==> src/rtl/walk_step_cell.sv <==
module walk_step_cell #(
  parameter int IDX_W = 4,
  parameter int DW    = 8,
  parameter int FRAC  = 4,
  parameter int AW    = 16
) (
  input  logic                 clk,
  input  logic                 rst_n,
  input  logic                 in_valid,
  input  logic [IDX_W-1:0]     in_state,
  input  logic [IDX_W-1:0]     in_row_tag,
  input  logic [IDX_W-1:0]     in_col_tag,
  input  logic signed [DW-1:0] in_row_wt,
  input  logic signed [DW-1:0] in_tmp,
  input  logic signed [DW-1:0] in_walk_wt,
  input  logic signed [AW-1:0] in_sum,
  output logic                 out_valid,
  output logic [IDX_W-1:0]     out_state,
  output logic [IDX_W-1:0]     out_row_tag,
  output logic [IDX_W-1:0]     out_col_tag,
  output logic signed [DW-1:0] out_row_wt,
  output logic signed [DW-1:0] out_tmp,
  output logic signed [DW-1:0] out_walk_wt,
  output logic signed [AW-1:0] out_sum
);
  localparam int PW = 2 * DW;
  localparam logic signed [PW-1:0] W_HI = {{(PW-DW+1){1'b0}}, {(DW-1){1'b1}}};
  localparam logic signed [PW-1:0] W_LO = {{(PW-DW+1){1'b1}}, {(DW-1){1'b0}}};
  localparam logic signed [AW-1:0] S_HI = {1'b0, {(AW-1){1'b1}}};
  localparam logic signed [AW-1:0] S_LO = {1'b1, {(AW-1){1'b0}}};

  logic signed [PW-1:0] prod, scaled;
  logic signed [DW-1:0] wt_nxt, tmp_nxt;
  logic signed [AW:0]   sum_wide;
  logic signed [AW-1:0] sum_sat, sum_nxt;
  logic                 row_hit, col_hit;

  assign row_hit = (in_row_tag == in_state);
  assign col_hit = (in_col_tag == in_state);
  assign tmp_nxt = row_hit ? in_row_wt : in_tmp;

  assign prod   = PW'(in_walk_wt) * PW'(in_tmp);
  assign scaled = prod >>> FRAC;
  assign wt_nxt = (scaled > W_HI) ? W_HI[DW-1:0] :
                  (scaled < W_LO) ? W_LO[DW-1:0] : scaled[DW-1:0];

  assign sum_wide = {in_sum[AW-1], in_sum} + {{(AW-DW+1){wt_nxt[DW-1]}}, wt_nxt};
  assign sum_sat  = (sum_wide[AW] != sum_wide[AW-1]) ? (sum_wide[AW] ? S_LO : S_HI)
                                                     : sum_wide[AW-1:0];
  assign sum_nxt  = col_hit ? sum_sat : in_sum;

  always_ff @(posedge clk) begin
    if (!rst_n) begin
      out_valid   <= 1'b0;
      out_state   <= '0;
      out_row_tag <= '0;
      out_col_tag <= '0;
      out_row_wt  <= '0;
      out_tmp     <= '0;
      out_walk_wt <= '0;
      out_sum     <= '0;
    end else begin
      out_valid <= in_valid;
      if (in_valid) begin
        out_state   <= in_state;
        out_row_tag <= in_row_tag;
        out_col_tag <= in_col_tag;
        out_row_wt  <= in_row_wt;
        out_tmp     <= tmp_nxt;
        out_walk_wt <= wt_nxt;
        out_sum     <= sum_nxt;
      end
    end
  end


  valid_rise_chk: assert property (@(posedge clk) disable iff (!rst_n)
    in_valid |=> out_valid);

  valid_drop_chk: assert property (@(posedge clk) disable iff (!rst_n)
    !in_valid |=> !out_valid);

  state_fwd_chk: assert property (@(posedge clk) disable iff (!rst_n)
    in_valid |=> (out_state == $past(in_state)) && (out_row_wt == $past(in_row_wt)));

  row_pick_chk: assert property (@(posedge clk) disable iff (!rst_n)
    (in_valid && in_row_tag == in_state) |=> out_tmp == $past(in_row_wt));

  sum_pass_chk: assert property (@(posedge clk) disable iff (!rst_n)
    (in_valid && in_col_tag != in_state) |=> out_sum == $past(in_sum));

  idle_hold_chk: assert property (@(posedge clk) disable iff (!rst_n)
    !in_valid |=> $stable(out_sum) && $stable(out_walk_wt) && $stable(out_tmp));
endmodule

==> config.mk <==
export PLATFORM = sky130hd
export DESIGN_NAME = walk_step_cell
export DESIGN_NICKNAME = d
export VERILOG_FILES = /design/src/rtl/walk_step_cell.sv
export SDC_FILE = /design/constraint.sdc
export NUM_CORES = 1
export LEC_CHECK = 0
export BUFFER_PORTS_ARGS = -buffer_cell sky130_fd_sc_hd__buf_2
export CAP_MARGIN = 15
export CORE_MARGIN = 2
export CORE_UTILIZATION = 38
export DETAILED_ROUTE_END_ITERATION = 8
export GPL_TIMING_DRIVEN = 0
export SYNTH_ARGS = -nofsm -noshare
export SYNTH_HDL_FRONTEND = slang
export SYNTH_SLANG_ARGS = --single-unit
==> constraint.sdc <==
create_clock -name clk -period 9.7 [get_ports clk]
set_input_delay 0.97 -clock clk [delete_from_list [all_inputs] [get_ports clk]]
set_output_delay 0.97 -clock clk [all_outputs]
set_load 0.03 [all_outputs]
### Word level (Yosys, flattened, before mapping)

Cells that the tools add are included.
Widths: inputs -> output; s select.

* input port bits: 55
* word-level logic and storage cells: 21
* flip-flop bits (word level): 53

* $mul: 1
* order comparisons: 2
* equal/unequal tests: 3
* multiplexer cells: 6
* add/subtract/negate cells: 1

Operators by type and width (number)
* $mux 16: 3
* $mux 8: 3
* $add 16x8->17: 1
* $mul 8x8->16: 1
* $gt 12x8->1 const B: 1
* $lt 12x8->1 const B: 1
* $eq 4x4->1: 2
* $ne 1x1->1: 1

### Longest topological paths before layout

Gate-level depths: netlist of the first run.

* depth after elaboration: 8
* gate-level depth with buffers: 32

### Worst setup path after synthesis of the first run

No wires, ideal clock.

* kind: input to register
* start: in in_tmp[4]
* end: reg out_sum[6]
* stages: 30
* setup slack: 1.848 ns
* arrival: 7.730 ns
* data required time: 9.578 ns
* cells stage by stage: clkbuf_1 and2_1 fa_1 inv_1 fa_1 inv_1 fa_1 inv_1 fa_1 inv_1 ha_1 nor2_1 a21oi_1 o31a_1 o221ai_1 or4_1 buf_6 a21oi_2 nor2_1 ha_1 fa_1 a211oi_1 o21ai_0 a2111oi_0 or3_1 clkbuf_2 o21ai_1 buf_2 a211oi_1 o21ai_1

* word-level cells in the longest chain between the ends: 8

RTL lines
* start, declared: RTL line 14 `input logic signed [DW-1:0] in_tmp,`
* $mul 8x8->16 (*): RTL line 42 `assign prod = PW'(in_walk_wt) * PW'(in_tmp);`
* $lt 12x8->1: RTL line 45 `(scaled < W_LO) ? W_LO[DW-1:0] : scaled[DW-1:0];`
* $mux 8: RTL line 45
* $mux 8 (*): RTL line 44 `assign wt_nxt = (scaled > W_HI) ? W_HI[DW-1:0] :`
* via wt_nxt[0]: RTL line 33 `logic signed [DW-1:0] wt_nxt, tmp_nxt;`
* $add 16x8->17 (*): RTL line 47 `assign sum_wide = {in_sum[AW-1], in_sum} + {{(AW-DW+1){wt_nxt[DW-1]}}, wt_nxt};`
* $mux 16 / $ne 1x1->1 (equally long branches): RTL line 48 `assign sum_sat = (sum_wide[AW] != sum_wide[AW-1]) ? (sum_wide[AW] ? S_LO : S_HI)`
* $mux 16 (*): RTL line 48
* $mux 16 (*): RTL line 50 `assign sum_nxt = col_hit ? sum_sat : in_sum;`
* end signal, assigned: RTL line 71 `out_sum <= sum_nxt;`
* end, declared: RTL line 24 `output logic signed [AW-1:0] out_sum`

The timed path passes the listed nets; every way through them passes the cells marked *.
A chain may end at the register's enable or synchronous reset.

### Final worst setup path of the first run

* start: in in_tmp[2]
* end: reg out_sum[6]

The elaborated chain is that of the path after synthesis.

==> summary.txt, run 1 <==
Worst setup path
  – Worst-path cell with the longest stage delay: fa_1
  – Critical R2R Launch: out_sum[14]
  – Setup crit end kind: register
  – R2r setup slk: ~8.9 ns
  – Crit path from: in_tmp[2]
  – Register-to-Register Path Depth: 3
  – Worst path bufs/invs: 9
  – Worst Path Class, Setup: in -> reg
  – CP max FO: 10
  – CP Launch Type: input pin
  – CP arrival: a little under 9 ns
  – CP max stage delay: ~0.57 ns
  – WP data required: 9.89 ns
  – Reg2Reg Capture Point: out_sum[14]
  – Crit path max-delay family: adder cells

Logic synthesis
  – Post-Syn Area: between 5000 and 6000 sq um
  – Main combinational cell family by area after synthesis: adder cells
  – Post-synth top area share: 0.1914
  – Yosys warns: 0
  – Synth Register Bits: 53
  – Cell taking the most area after synthesis: fa_1
  – Number of flops mapped to enable cells by yosys: 0
  – Syn nets: 802
  – Synth unique cells: 67
  – Multiplexer area fraction after synthesis: 0.05960
  – Synth area leaders: fa_1, dfxtp_1, ha_1
  – Syn avg cell area: 8.876 sq um
  – Synth Instances: roughly 650
  – Post-Synth Simple-Gate Area: 0.1677
  – Synth Flop Type: dfxtp_1
  – Post-synthesis adder-cell area fraction: 0.2891
  – Compound-Gate Fraction of Synth Area: 0.1816
  – Synth async-reset ratio: 0
  – Sequential share of the synthesized area: 0.1845
  – XOR/XNOR share of the synthesized area: 0.04416

Timing
  – Final setup viols: 0
  – Setup_tns: 0 ns
  – Worst-margin pin slew: 0.7353 ns
  – Final worst-path cycle share: 0.8741
  – Slew headroom: 0.5098
  – Final Slew Violations: 0
  – Max Fclk: 0.1179 GHz
  – Final setup skew: 0 ns
  – Hold WS: roughly 0.45 ns
  – Final hold vios: 0
  – Crit path time final: 8.478 ns
  – RSZ-0062 raised after global routing: no

Finish
  – Final #Nets: 913
  – Commonest non-fill, non-tap cell in the layout: buf_2
  – Commonest non-fill, non-tap cells in the layout: buf_2, inv_1, fa_1
  – Non-Filler Instances: around 940
  – Util after Layout: 0.4545
  – Share of cells above drive strength 1: 0.1868
  – Diodes inserted: 0
  – Area Overhead vs Synth: 15.73%

Global routing
  – Total track usage: 0.1802
  – Total grt overflow: 0
  – Pin count of the biggest net entering global routing: 20
  – Vias in the first global route: between 4000 and 5000
  – First-pass GRT wire length: 23730 microns
  – Initial antenna violation count: 0

Routing
  – DRT iter0 DRCs: about 160
  – ANT nets after route: 0
  – Avg Vias per Cell: 5.095
  – WL final: 14490 microns
  – DR pass1 iterations: 4
  – Wire per inst: around 15 microns
  – DRC: 0
  – Vias post-DR: a little under 5000

Run status
  – Status: finished clean

Flow run
  – Max-Cap Viols: 0

Floorplanning
  – FP Rows: between 40 and 50
  – Total core area: approximately 15000 sq um
  – Die Y: between 100 and 150 microns
  – Die area: roughly 16000 sq um
  – I/O pin count: between 100 and 150
  – Die width: 127.0 microns
  – Starting Density: 0.3928

Hold path
  – Hold-critical path depth: 2
  – Hold Path Class: reg -> reg
  – WHS Endpoint: out_sum[1]
  – Hold Path Origin: out_sum[1]

Placed design
  – DP Cell Count: ~940
  – PortBufs: ~100
  – Post-DP HPWL: between 10000 and 15000 microns
  – Routability congestion estimate: slightly below 0.9

Clock network
  – CTS resizes: 0
  – CTS Buffer Depth: 2
  – Worst-path clk slew: about 0.08 ns
  – Post-CTS setup buffer count: 0
  – Sink Count: 53
  – Worst-skew pair later-pin latency: approximately 0.30 ns
  – H-tree levels: 2
  – Total CTS buffers: 5
  – CTS tree: yes
  – Hold_buf cts: 0
  – Clk root buf: clkbuf_16
final cells by class:
| type | instances | area [sq um] |
|---|---|---|
| fill | 1487 | 7988 |
| tap | 184 | 230.2 |
| multi-input combinational | 492 | 4269 |
| clock inverter | 3 | 28.78 |
| sequential | 53 | 1061 |
| timing repair buffer | 104 | 520.5 |
| clock buffer | 5 | 125.1 |
| buffer | 24 | 125.1 |
| inverter | 79 | 296.5 |
logic make-up after synthesis:
logic type,count (synthesis)
xor gates and xnor gates,29
and+or+nand+nor,184
adders and majority gates,100
buffers and inverters,103
AOI/OAI and AO/OA,145
muxes,34
DFF,53
per-stage QoR:
step	instance area [sq um]	setup slack, ns
after floorplan	5752	1.848
after global placement	6502	1.047
after detailed placement	6502	0.9483
after global routing	6656	0.7263
final	6656	1.222
after CTS	6656	1.250
registers in the layout (all words and copies together) (netlist names):
signal       count
out_state        4
out_valid        1
out_row_tag      4
out_tmp          8
out_row_wt       8
out_sum         16
out_walk_wt      8
out_col_tag      4
worst min-delay path: cells and delay by family, from the launching register on:
| kind | cells | cell delay (ns) |
|---|---|---|
| AOI/OAI and AO/OA | 1 | 0.05 |
| DFF | 1 | 0.31 |
| and+or+nand+nor | 1 | 0.05 |
metal layers:
metal | GRT usage | wire (microns)
met5 | 0 | 0
met1 | 0.2504 | 7085
met2 | 0.2963 | 6409
met4 | 0.04072 | 214
met3 | 0.02973 | 777
worst max-delay path by stage:
| stage | end | cells after the start |
|---|---|---|
| 2_1_floorplan | out_sum[6] | 30 |
| 3_3_place_gp | out_sum[6] | 31 |
| 6_report | out_sum[6] | 31 |
| 3_5_place_dp | out_sum[6] | 28 |
| 5_1_grt | out_sum[0] | 31 |
| 4_1_cts | out_sum[6] | 31 |
cells in the mapped netlist (3+ instances only):
cell type  number
a211oi_1       14
a21o_1          9
a21oi_1        18
a21oi_2         6
a22oi_1         4
a31oi_1         8
and2_1         42
and3_1          3
buf_6           3
clkbuf_1       15
dfxtp_1        53
fa_1           55
ha_1           44
inv_1          79
mux2i_1        32
nand2_1        53
nand2b_1        4
nand3_1         5
nand4_1         3
nor2_1         25
nor2b_1        31
nor4_1          3
o211a_1         9
o211ai_1        7
o21a_1          7
o21ai_0        22
o21ai_1        16
xnor2_1        23
xor2_1          6
Power of run 1 is not shown: default switching activity piles up to over one toggle a cycle in this logic, so the estimate is an artifact.
==> inputs of run 2 (changes only) <==
--- a/config.mk
+++ b/config.mk
@@ -5,12 +5,14 @@
 export SDC_FILE = /design/constraint.sdc
 export NUM_CORES = 1
 export LEC_CHECK = 0
+export ABC_AREA = 0
 export BUFFER_PORTS_ARGS = -buffer_cell sky130_fd_sc_hd__buf_2
 export CAP_MARGIN = 15
 export CORE_MARGIN = 2
-export CORE_UTILIZATION = 38
+export CORE_UTILIZATION = 57
 export DETAILED_ROUTE_END_ITERATION = 8
 export GPL_TIMING_DRIVEN = 0
+export PLACE_DENSITY = 0.82
 export SYNTH_ARGS = -nofsm -noshare
 export SYNTH_HDL_FRONTEND = slang
 export SYNTH_SLANG_ARGS = --single-unit
==> constraint.sdc (replaced) <==
create_clock -name clk -period 10.4 [get_ports clk]
set_input_delay 1.04 -clock clk [delete_from_list [all_inputs] [get_ports clk]]
set_output_delay 1.04 -clock clk [all_outputs]
set_load 0.03 [all_outputs]
==> run 2 against run 1 <==
Global-route usage grew 7.7 points. Via count grew 5.2%. Register-to-register slack gained 0.70 ns. Core utilization grew 21 points. Cell area shrank 1.7%. Clock skew is the same. Non-clock buffer count is the same. Largest cell class unchanged. Highest routed layer unchanged.
==> summary.txt, run 2 (synthesis gave the netlist of run 1 again) <==
Hold path
  – Hold Path Class: reg -> reg
  – Hold-critical path depth: 2

Worst setup path
  – Crit path max-delay family: adder cells
  – CP Launch Type: input pin
  – CP max FO: 10
  – Top cell by count, worst path: fa_1
  – WP data required: about 11 ns
  – CP max stage delay: approximately 0.57 ns
  – Worst path bufs/invs: 7
  – Register-to-Register Path Depth: 3
  – CP arrival: between 8 and 9 ns
  – Worst Path Class, Setup: in -> reg
  – Critical path depth in cells: 28
  – Setup crit end kind: register
  – R2r setup slk: between 9 and 10 ns
  – Worst-path cell with the longest stage delay: fa_1

Finish
  – Diodes inserted: 0
  – Final #Nets: ~910
  – Commonest non-fill, non-tap cell in the layout: buf_2
  – Share of cells above drive strength 1: 0.1858
  – Most flop-heavy register: out_sum
  – Area Overhead vs Synth: 13.75%
  – Commonest non-fill, non-tap cells in the layout: buf_2, inv_1, fa_1
  – Max FFs per register: 16
  – Final instance area: around 6500 sq um

Run status
  – Status: finished clean

Timing
  – RSZ-0062 raised after global routing: no
  – Setup_tns: 0 ns
  – Hold WS: 0.4513 ns
  – Final Slew Violations: 0
  – Final setup viols: 0
  – Crit path time final: around 8.7 ns
  – Final setup skew: 0 ns
  – Final hold vios: 0
  – Worst-margin pin slew: roughly 0.72 ns
  – Final worst-path cycle share: 0.8322
  – Slew headroom: 0.5191
  – Max Fclk: 0.1155 GHz

Clock network
  – Worst-path clk slew: ~0.10 ns
  – Post-CTS setup buffer count: 0
  – Total CTS buffers: 5
  – Sink Count: between 50 and 60
  – Hold_buf cts: 0
  – H-tree levels: 2
  – CTS Buffer Depth: 2
  – Clk root buf: clkbuf_8
  – CTS tree: yes
  – Worst-skew pair later-pin latency: ~0.30 ns
  – CTS resizes: 0

Global routing
  – First-pass GRT wire length: around 23000 microns
  – Initial antenna violation count: 0
  – Pin count of the biggest net entering global routing: 16
  – Total grt overflow: 0
  – Vias in the first global route: 5105
  – Total track usage: 0.2574

Floorplanning
  – Die Y: between 100 and 150 microns
  – Starting Density: 0.5885
  – Total core area: just under 10000 sq um
  – I/O pin count: roughly 110
  – FP Rows: 36
  – Die width: 104.5 microns
  – Die area: around 11000 sq um

Routing
  – Wire per inst: 15.72 microns
  – ANT nets after route: 0
  – DRT iter0 DRCs: around 240
  – DR pass1 iterations: 5
  – Avg Vias per Cell: between 5 and 6
  – Vias post-DR: 5058
  – DRC: 0
  – WL final: about 14000 microns

Placed design
  – PortBufs: roughly 100
  – Post-DP Area: 6439 sq um
  – Post-DP HPWL: approximately 12000 microns
  – Routability congestion estimate: 0.9792

Flow run
  – Max-Cap Viols: 0
[run 2: changes by cell type in the layout (fill, tap and decap cells not counted)]
cell       delta
clkbuf_8      +5
inv_8         -1
clkbuf_16     -5
bufinv_16     +1
clkinv_4      -1
clkinv_2      +1
inv_6         -1
[run 2: per-layer routing]
metal,up-vias,track usage,part of all wire
met5,-,0,0
met4,0,0.05019,0.011
met3,13,0.04950,0.059
met2,156,0.4580,0.50
met1,2475,0.3256,0.43
li1,2414,-,-
[run 2: layout make-up]
type / instances / area (sq um)
well taps: 133 / 166.4
inverters: 79 / 296.5
clock inverters: 2 / 35.03
flip-flops and latches: 53 / 1061
clock buffers: 5 / 68.82
fillers: 862 / 3232
repair buffers: 104 / 520.5
multi-input cells: 492 / 4269
plain buffers: 24 / 125.1
[run 2: metrics by stage]
stage / util / std cells / worst slack (ns)
floorplan: - / 648 / 2.478
global placement: 0.6587 / 885 / 1.604
detailed placement: 0.6587 / 885 / 1.494
CTS: 0.6694 / 892 / 1.808
global route: 0.6694 / 892 / 1.295
finish: 0.6694 / 892 / 1.745
[run 2: final timing paths]
check                                 start          end
worst min-delay path             out_sum[1]   out_sum[1]
worst min register to register   out_sum[1]   out_sum[1]
worst max register to register  out_sum[14]  out_sum[14]
worst max-delay path              in_tmp[2]   out_sum[6]
[run 2: worst reg2reg max path: stages (launching register included)]
cell and delay, ns:
dfxtp_1 0.33, a21oi_1 0.13, o2111ai_1 0.13, o211a_1 0.15
Power of run 2 is left out for the same reason.
==> inputs of run 3 (changes only) <==
--- a/config.mk
+++ b/config.mk
@@ -5,14 +5,14 @@
 export SDC_FILE = /design/constraint.sdc
 export NUM_CORES = 1
 export LEC_CHECK = 0
-export ABC_AREA = 0
+export ABC_AREA = 1
 export BUFFER_PORTS_ARGS = -buffer_cell sky130_fd_sc_hd__buf_2
 export CAP_MARGIN = 15
 export CORE_MARGIN = 2
 export CORE_UTILIZATION = 57
 export DETAILED_ROUTE_END_ITERATION = 8
 export GPL_TIMING_DRIVEN = 0
-export PLACE_DENSITY = 0.82
+export PLACE_DENSITY = 0.81
 export SYNTH_ARGS = -nofsm -noshare
 export SYNTH_HDL_FRONTEND = slang
 export SYNTH_SLANG_ARGS = --single-unit
==> constraint.sdc (replaced) <==
create_clock -name clk -period 8.6 [get_ports clk]
set_input_delay 0.86 -clock clk [delete_from_list [all_inputs] [get_ports clk]]
set_output_delay 0.86 -clock clk [all_outputs]
set_load 0.03 [all_outputs]
==> run 3 against run 2 <==
Via count rose by 12%. Core utilization fell by 2.1 points. Critical path depth rose by 9. Non-clock buffer count fell by 1. Synthesized cell count rose by 42%. Register-to-register slack got worse by 1.7 ns. First-iteration DRC count rose by 50%. Global-route usage fell by 1.1 points. Sequential share of layout area fell by 0.98 points. Die area rose by 7.9%. Area after synthesis rose by 8.2%. Routed wire length fell by 0.23%. Largest cell class unchanged.
==> summary.txt, run 3 <==
Clock network
  – Post-CTS setup buffer count: 0
  – CTS Buffer Depth: 2
  – Worst-skew pair later-pin latency: roughly 0.31 ns
  – H-tree levels: 2
  – CTS tree: yes
  – Worst-path clk slew: 0.09 ns
  – Hold_buf cts: 0
  – CTS resizes: 0
  – Total CTS buffers: 5
  – Sink Count: 53
  – Clk root buf: clkbuf_8

Floorplanning
  – Starting Density: 0.5792
  – FP Rows: 38
  – I/O pin count: approximately 110
  – Die Y: approximately 110 microns
  – Die area: between 10000 and 15000 sq um
  – Die width: 108.5 microns
  – Total core area: 10750 sq um

Logic synthesis
  – Synth Register Bits: 53
  – Number of flops mapped to enable cells by yosys: 0
  – Syn nets: 1072
  – Cell taking the most area after synthesis: fa_1
  – Synth top cells by count: nand2_1, inv_1, nor2_1
  – Synth Flop Type: dfxtp_1
  – Post-Syn Area: 6223 sq um
  – Synth area leaders: fa_1, dfxtp_1, nand2_1
  – Synth unique cells: 38
  – Post-synth top area share: 0.1769
  – Yosys warns: 0
  – Synth async-reset ratio: 0
  – Top-count cell post-synth: nand2_1
  – Syn avg cell area: 6.779 sq um
  – Sequential share of the synthesized area: 0.1705
  – Synth Instances: roughly 920

Timing
  – Final setup skew: 0 ns
  – Final setup viols: 0
  – Final worst-path cycle share: 0.8510
  – Worst-margin pin slew: roughly 0.55 ns
  – Final Slew Violations: 0
  – Setup_tns: 0 ns
  – RSZ-0062 raised after global routing: no
  – Crit path time final: 7.318 ns
  – Max Fclk: 0.1366 GHz
  – Final hold vios: 0
  – Slew headroom: 0.6342

Finish
  – Commonest non-fill, non-tap cells in the layout: nand2_1, inv_1, nor2_1
  – Share of cells above drive strength 1: 0.1588
  – Most flop-heavy register: out_sum
  – Area Overhead vs Synth: 11.92%
  – Commonest non-fill, non-tap cell in the layout: nand2_1
  – Final instance area: ~7000 sq um
  – Diodes inserted: 0
  – Max FFs per register: 16
  – Final #Nets: between 1000 and 1500

Worst setup path
  – Register-to-Register Path Depth: 4
  – Worst-path cell with the longest stage delay: fa_1
  – CP Launch Type: input pin
  – Critical R2R Launch: out_walk_wt[4]
  – Crit path to: out_sum[11]
  – CP max stage delay: 0.60 ns
  – R2r setup slk: ~7.9 ns
  – WP data required: 8.78 ns
  – CP max FO: 11
  – CP arrival: ~7.5 ns
  – Worst Path Class, Setup: in -> reg
  – Setup crit end kind: register
  – Reg2Reg Capture Point: out_walk_wt[4]
  – Crit path from: in_tmp[2]

Routing
  – ANT nets after route: 0
  – DRC: 0
  – WL final: 13990 microns
  – DR pass1 iterations: 7
  – Wire per inst: 12.06 microns
  – DRT iter0 DRCs: 364
  – Vias post-DR: 5671
  – Avg Vias per Cell: between 4 and 5

Placed design
  – Post-DP Area: ~6900 sq um
  – Post-DP HPWL: between 10000 and 15000 microns
  – PortBufs: 94
  – Routability congestion estimate: ~0.9

Global routing
  – Total grt overflow: 0
  – Initial antenna violation count: 0
  – First-pass GRT wire length: 23660 microns
  – Vias in the first global route: 5305
  – Pin count of the biggest net entering global routing: 17
  – Total track usage: 0.2466

Flow run
  – Max-Cap Viols: 0

Run status
  – Status: finished clean

Hold path
  – Hold Path Class: reg -> reg
[run 3: cell count changes after synthesis, moves of 20 or more]
cell	delta
and2_1	-41
inv_1	+102
mux2i_1	-32
nand2_1	+190
nand3_1	+34
nor2_1	+88
nor2b_1	-31
xnor2_1	-20
[run 3: worst min path at each step]
stage / from / to / slack [ns] / depth (start not counted)
after global routing: out_sum[10] / out_sum[10] / 0.49 / 2
after global placement: out_sum[2] / out_sum[2] / 0.45 / 2
after floorplan: out_sum[5] / out_sum[5] / 0.59 / 2
final: out_sum[2] / out_sum[2] / 0.47 / 2
after detailed placement: out_sum[5] / out_sum[5] / 0.46 / 2
after CTS: out_sum[5] / out_sum[5] / 0.47 / 2
[run 3: per-layer routing]
layer / global-route usage / part of all wire / wire length (microns)
met2: 0.4313 / 0.48 / 6763
met5: 0 / 0 / 0
met4: 0.04396 / 0.014 / 193
met3: 0.03195 / 0.041 / 579
met1: 0.3294 / 0.46 / 6451
[run 3: logic make-up (layout without fill, tap and decap cells)]
kind of cell,Yosys count,after routing,synth area share
xor+xnor,26,26,0.03659
compound gates,79,79,0.07700
fa+ha+maj,99,99,0.2654
buf+inv,217,319,0.1401
simple gates,444,444,0.3104
flops,53,53,0.1705
[run 3: per-stage QoR]
step,worst slack [ns],hold WS (ns),std cells,util
after floorplan,1.699,0.5896,918,-
after global placement,0.9466,0.4550,1152,0.6393
after detailed placement,0.8777,0.4553,1152,0.6393
after CTS,1.215,0.4698,1160,0.6482
after global routing,0.7249,0.4945,1160,0.6482
final,1.282,0.4721,1160,0.6482
[run 3: critical path, delay by kind of cell]
family	cells	cell delay (ns)
adders and majority gates	7	3.14
and+or+nand+nor	19	2.23
buffers and inverters	9	1.08
AOI/OAI and AO/OA	2	0.15
[run 3: cell type report]
class,instances,area [sq um]
repair buffers,94,470.5
flip-flops and latches,53,1061
clock buffers,6,82.58
plain buffers,33,181.4
fillers,993,3780
inverters,184,690.7
multi-input cells,648,4290
clock inverters,2,13.76
well taps,140,175.2
Power of run 3 is left out for the same reason.
